## src/rtl/pie_pkg.sv

```systemverilog
package pie_pkg;
    localparam int CMD_W   = 64;
    localparam int CNT_LSB = 53;
    localparam int CNT_W   = 11;
    localparam int ADR_LSB = 3;
    localparam int ADR_MSB = 41;
    localparam int ADR_W   = ADR_MSB - ADR_LSB + 1;

    typedef logic [ADR_W-1:0] entry_t;
    typedef logic [CNT_W-1:0] cnt_t;

    typedef struct packed {
        logic   busy;
        cnt_t   remain;
        entry_t cur;
    } walk_st_t;
endpackage

```

## src/rtl/pie_cmd_decode.sv

```systemverilog
module pie_cmd_decode
    import pie_pkg::*;
(
    input  logic [CMD_W-1:0] word,
    output cnt_t             count,
    output entry_t           first_entry,
    output logic             go_flag
);
    always_comb begin
        count       = word[CNT_LSB +: CNT_W];
        first_entry = word[ADR_MSB:ADR_LSB];
        go_flag     = word[0];
    end
endmodule

```

## src/rtl/pie_walk_ctrl.sv

```systemverilog
module pie_walk_ctrl
    import pie_pkg::*;
(
    input  logic   clk,
    input  logic   rst_n,
    input  logic   start,
    input  cnt_t   start_cnt,
    input  entry_t start_entry,
    output logic   busy,
    output logic   step_en,
    output entry_t step_entry
);
    walk_st_t st_d, st_q;

    always_comb begin
        st_d    = st_q;
        step_en = 1'b0;
        if (st_q.busy) begin
            if (st_q.remain != '0) begin
                step_en     = 1'b1;
                st_d.cur    = st_q.cur + ADR_W'(1);
                st_d.remain = st_q.remain - CNT_W'(1);
                if (st_q.remain == CNT_W'(1)) st_d.busy = 1'b0;
            end else begin
                st_d.busy = 1'b0;
            end
        end else if (start) begin
            st_d.busy   = 1'b1;
            st_d.remain = start_cnt;
            st_d.cur    = start_entry;
        end
    end

    always_ff @(posedge clk) begin
        if (!rst_n) st_q <= '0;
        else        st_q <= st_d;
    end

    assign busy       = st_q.busy;
    assign step_entry = st_q.cur;


    busy_end_chk: assert property (@(posedge clk) disable iff (!rst_n)
        $fell(busy) |-> ($past(st_q.remain) <= CNT_W'(1)));


    zero_cnt_end_chk: assert property (@(posedge clk) disable iff (!rst_n)
        (st_q.busy && st_q.remain == '0) |=> !busy);
endmodule

```

## src/rtl/pie_tag_store.sv

```systemverilog
module pie_tag_store
    import pie_pkg::*;
#(
    parameter int NUM_TAGS = 16,
    localparam int SLOT_W  = $clog2(NUM_TAGS)
) (
    input  logic                clk,
    input  logic                rst_n,
    input  logic                fill_en,
    input  logic [SLOT_W-1:0]   fill_slot,
    input  entry_t              fill_entry,
    input  logic                step_en,
    input  entry_t              step_entry,
    output logic [NUM_TAGS-1:0] valid
);
    entry_t              tag_d   [NUM_TAGS];
    entry_t              tag_q   [NUM_TAGS];
    logic [NUM_TAGS-1:0] valid_d, valid_q;
    logic [NUM_TAGS-1:0] hit;

    for (genvar i = 0; i < NUM_TAGS; i++) begin : g_cmp
        assign hit[i] = step_en && valid_q[i] && (tag_q[i] == step_entry);
    end

    always_comb begin
        tag_d   = tag_q;
        valid_d = valid_q & ~hit;
        if (fill_en) begin
            tag_d[fill_slot]   = fill_entry;
            valid_d[fill_slot] = 1'b1;
        end
    end

    always_ff @(posedge clk) begin
        if (!rst_n) begin
            for (int i = 0; i < NUM_TAGS; i++) tag_q[i] <= '0;
            valid_q <= '0;
        end else begin
            tag_q   <= tag_d;
            valid_q <= valid_d;
        end
    end

    assign valid = valid_q;


    clear_only_chk: assert property (@(posedge clk) disable iff (!rst_n)
        (step_en && !fill_en) |=> ($countones(valid) <= $countones($past(valid))));


    fill_sets_chk: assert property (@(posedge clk) disable iff (!rst_n)
        fill_en |=> valid[$past(fill_slot)]);
endmodule

```

## src/rtl/pte_inval_engine.sv

```systemverilog
module pte_inval_engine
    import pie_pkg::*;
#(
    parameter int NUM_TAGS = 16
) (
    input  logic                         clk,
    input  logic                         rst_n,
    input  logic                         cmd_we,
    input  logic [63:0]                  cmd_wdata,
    output logic [63:0]                  cmd_rdata,
    output logic                         busy,
    input  logic                         fill_en,
    input  logic [$clog2(NUM_TAGS)-1:0]  fill_slot,
    input  logic [41:0]                  fill_addr,
    output logic [NUM_TAGS-1:0]          tag_valid
);
    logic [CMD_W-1:0] cmd_d, cmd_q;
    logic             accept, start;
    cnt_t             dec_cnt;
    entry_t           dec_entry;
    logic             dec_go;
    logic             walk_busy, step_en;
    entry_t           step_entry;

    pie_cmd_decode u_dec (
        .word        (cmd_wdata),
        .count       (dec_cnt),
        .first_entry (dec_entry),
        .go_flag     (dec_go)
    );

    always_comb begin
        accept = cmd_we && !walk_busy;
        start  = accept && dec_go;
        cmd_d  = accept ? cmd_wdata : cmd_q;
    end

    always_ff @(posedge clk) begin
        if (!rst_n) cmd_q <= '0;
        else        cmd_q <= cmd_d;
    end

    pie_walk_ctrl u_walk (
        .clk         (clk),
        .rst_n       (rst_n),
        .start       (start),
        .start_cnt   (dec_cnt),
        .start_entry (dec_entry),
        .busy        (walk_busy),
        .step_en     (step_en),
        .step_entry  (step_entry)
    );

    pie_tag_store #(.NUM_TAGS(NUM_TAGS)) u_tags (
        .clk        (clk),
        .rst_n      (rst_n),
        .fill_en    (fill_en),
        .fill_slot  (fill_slot),
        .fill_entry (fill_addr[ADR_MSB:ADR_LSB]),
        .step_en    (step_en),
        .step_entry (step_entry),
        .valid      (tag_valid)
    );

    assign busy      = walk_busy;
    assign cmd_rdata = {cmd_q[CMD_W-1:1], walk_busy};


    start_busy_chk: assert property (@(posedge clk) disable iff (!rst_n)
        (!busy && cmd_we && cmd_wdata[0]) |=> busy);


    busy_write_ignored_chk: assert property (@(posedge clk) disable iff (!rst_n)
        (busy && cmd_we) |=> $stable(cmd_rdata[63:1]));


    store_only_chk: assert property (@(posedge clk) disable iff (!rst_n)
        (!busy && cmd_we && !cmd_wdata[0]) |=> !busy);
endmodule

```

## config.mk

```make
export PLATFORM = sky130hd
export DESIGN_NAME = pte_inval_engine
export DESIGN_NICKNAME = d
export VERILOG_FILES = /design/src/rtl/pie_pkg.sv /design/src/rtl/pie_cmd_decode.sv /design/src/rtl/pie_walk_ctrl.sv /design/src/rtl/pie_tag_store.sv /design/src/rtl/pte_inval_engine.sv
export SDC_FILE = /design/constraint.sdc
export NUM_CORES = 2
export LEC_CHECK = 0
export BUFFER_PORTS_ARGS = -buffer_cell sky130_fd_sc_hd__buf_2
export CAP_MARGIN = 20
export CORE_ASPECT_RATIO = 1.25
export CORE_MARGIN = 2
export CORE_UTILIZATION = 45
export CTS_CLUSTER_DIAMETER = 30
export DETAILED_ROUTE_END_ITERATION = 7
export PLACE_DENSITY_LB_ADDON = 0.2
export SKIP_CTS_REPAIR_TIMING = 1
export SLEW_MARGIN = 20
export SYNTH_ARGS = -nofsm -noshare
export SYNTH_HDL_FRONTEND = slang
export SYNTH_SLANG_ARGS = --single-unit
```

## constraint.sdc

```tcl
create_clock -name clk -period 3.4 [get_ports clk]
set_input_delay 0.17 -clock clk [delete_from_list [all_inputs] [get_ports clk]]
set_output_delay 0.17 -clock clk [all_outputs]
set_load 0.05 [all_outputs]
```

==> results.txt <==
DRT Pass-1 Iters: 6
die area: 78900 µm²
distinct cell type count after synthesis: 61
P_int: 19700 µW
vias in the first global route: 29500
# rows: 113
initial antenna violation count: 9
Detailed Place HPWL: 80400 µm
Die W: 252 µm
top-count cell post-synth: nand2_1
Nets: 4714
max-cap viol count: 0
worst-path fanout max: 11
pwr dens: 640 nW/µm²
clock skew: 26.4 ps
I/O pin count: 195
crit path cell chain: nand2_1 -> nor2_1 -> nand3_1 -> or4_1 -> a31oi_1
gr usage total: 0.330
setup TNS: 0 ps
gr ovfl total: 0
unrepaired setup endpoints after global routing: no
post-synth top area share: 0.437
worst skew pair latency: 740 ps
initial cell density of the core: 0.455
Period minus WS final: 2820 ps
critical path capture point type: flop
vias post-DR: 32500
Reg power frac: 0.348
via/cell ratio: 5.70
Slew HR: 0.363
sequential fraction of the synthesis area: 0.437
startpoint types: flop
Main synth FF type: dfxtp_1
TritonCTS clock tree: yes
LEAKAGE: 0.0158 µW
combinational power share: 0.105
Mapped Cells: 4477
clock transition at the registers of the reported paths: 50 ps
Clock power frac: 0.547
CTS buffer count: 144
Max Freq: 355 MHz
critical path's largest stage delay: 870 ps
first-pass GRT wire length: 193000 µm
fin. max-slew vios: 0
CP Data Arrival Time: 3450 ps
CTS sink cnt: 754
dominant cells by area after synthesis: dfxtp_1, nand2_1, a21oi_1
Die Span Y: 314 µm
Post-Syn Area: 34500 µm²
final setup vio count: 0
Net Sw Power: 7110 µW
Filler cells: 7034
H-tree Lvls: 4
total wire length: 135000 µm
clk buf depth: 3
Final Hold Viols: 0
Post-route DRC: 0
DRT iter0 DRCs: 3547
Synth Area per Inst: 7.71 µm²
crit path kind: reg2reg
cell taking the most area after synthesis: dfxtp_1
worst min-delay path category: in2reg
# port buffers: 191
CTS root buf: clkbuf_16
register bit total from synthesis: 754
switching portion of total power: 0.265
measured slew at the worst slew-check pin: 955 ps
Critical path buffers and inverters: 0
Post-synth EDFFs: 0
Peak VDD IR: 0.378 mV
Required @ worst endpoint: 4030 ps
Tcrit/Tclk final: 0.829
post-route ant nets: 0
Fin Hold WS: 3.28 ps
Ys Warns: 0
core footprint: 75900 µm²
syn nets: 4594
ratio of cells with drive above 1 in the final layout: 0.133
Synth top cells by count: nand2_1, dfxtp_1, a21oi_1, xnor2_1, clkbuf_1
status: finished clean
critical path's top delay family: simple AND/OR/NAND/NOR gates
WL/cell: 23.8 µm
largest net degree at the start of global routing: 122
RD Place Congestion: 0.890
Synth async-reset ratio: 0
Area Overhead vs Synth: 21.6%
critical path's slowest cell: dfxtp_1
worst register-to-register path, cell delays in order (launching register included):
cell and delay, ps:
dfxtp_1 870, nand2_1 350, nor2_1 360, nand3_1 390, or4_1 590, a31oi_1 160
metrics by stage:
stage          cell area (µm²)  instances  utilization  total power [µW]  setup WS [ps]
3_5_place_dp             36300       5364        0.478             12200            708
5_1_grt                  42000       5695        0.553             27500            507
2_1_floorplan            34500       4477            -             11100           1210
6_report                 42000       5696        0.553             26800            580
3_3_place_gp             36300       5364        0.478             12200            715
4_1_cts                  41300       5627        0.544             26800            663
routing by layer:
layer | part of all wire | GRT usage
met1 | 0.39 | 0.410
met2 | 0.46 | 0.532
met3 | 0.083 | 0.0615
met4 | 0.062 | 0.198
met5 | 0 | 0
registers in the layout, indices dropped and copies added (netlist names):
register           flops
u_tags.valid          16
u_walk.step_entry     39
u_tags.tag_q         624
u_walk.busy            1
u_walk.st_q           11
cmd_q                 63
path summary, 6_finish.rpt:
kind	startpoint	end	slack [ps]	depth (start not counted)
hold / removal	fill_addr[27]	u_tags.tag_q[258]	3	3
setup / recovery	u_walk.step_entry[5]	u_walk.step_entry[35]	580	5
hold reg to reg	cmd_q[11]	cmd_q[11]	450	2
setup reg to reg	u_walk.step_entry[5]	u_walk.step_entry[35]	580	5
power groups by stage:
stage,combinational [µW],sequential (µW),clock (µW)
after floorplan,1600,9510,0
after global placement,2700,9480,0
after detailed placement,2710,9490,0
after CTS,2720,9320,14800
after global routing,2960,9330,15200
final,2830,9330,14700
layout make-up:
cell class | count | area, µm² | share of cell area
multi-input combinational | 3301 | 17800 | 0.425
sequential | 754 | 15100 | 0.361
clock buffer | 194 | 4070 | 0.0971
timing repair buffer | 387 | 2740 | 0.0652
tap | 977 | 1220 | 0.0291
clock inverter | 69 | 930 | 0.0222
inverter | 9 | 41.3 | 0.000984
antenna | 5 | 12.5 | 0.000298
cell usage in the layout, fill, tap and decap left out, types with 5 or more instances in the layout:
cell              n
a21oi_1         730
a22oi_1          11
a31oi_1          31
and3_1           12
buf_12           12
buf_2           191
buf_4           120
bufinv_16        18
clkbuf_1         23
clkbuf_16       145
clkbuf_8         26
clkinv_2         27
clkinv_4          7
dfxtp_1         727
dfxtp_2          27
diode_2           5
dlygate4sd3_1    64
inv_1             7
inv_6             8
nand2_1        1422
nand3_1          41
nand4_1         111
nor2_1           40
nor2_2           12
nor3_1           12
nor4_1          104
o2111ai_1         7
o211ai_1          8
o21ai_0          26
o21ai_1          14
or3_1             6
or4_1             9
xnor2_1         370
xor2_1          259
kinds of logic (layout without fill, tap and decap cells):
kind of cell	Yosys count	count (layout)	share of synthesized area
AO/OA/AOI/OAI	865	865	0.133
XOR/XNOR	629	629	0.160
adder cells (fa/ha/maj)	3	3	0.00109
buffers and inverters	422	659	0.0489
flip-flops	754	754	0.437
multiplexers	1	1	0.000290
other	0	5	0
AND/OR/NAND/NOR	1803	1803	0.219
No activity file was read; power rests on OpenSTA's default activity.
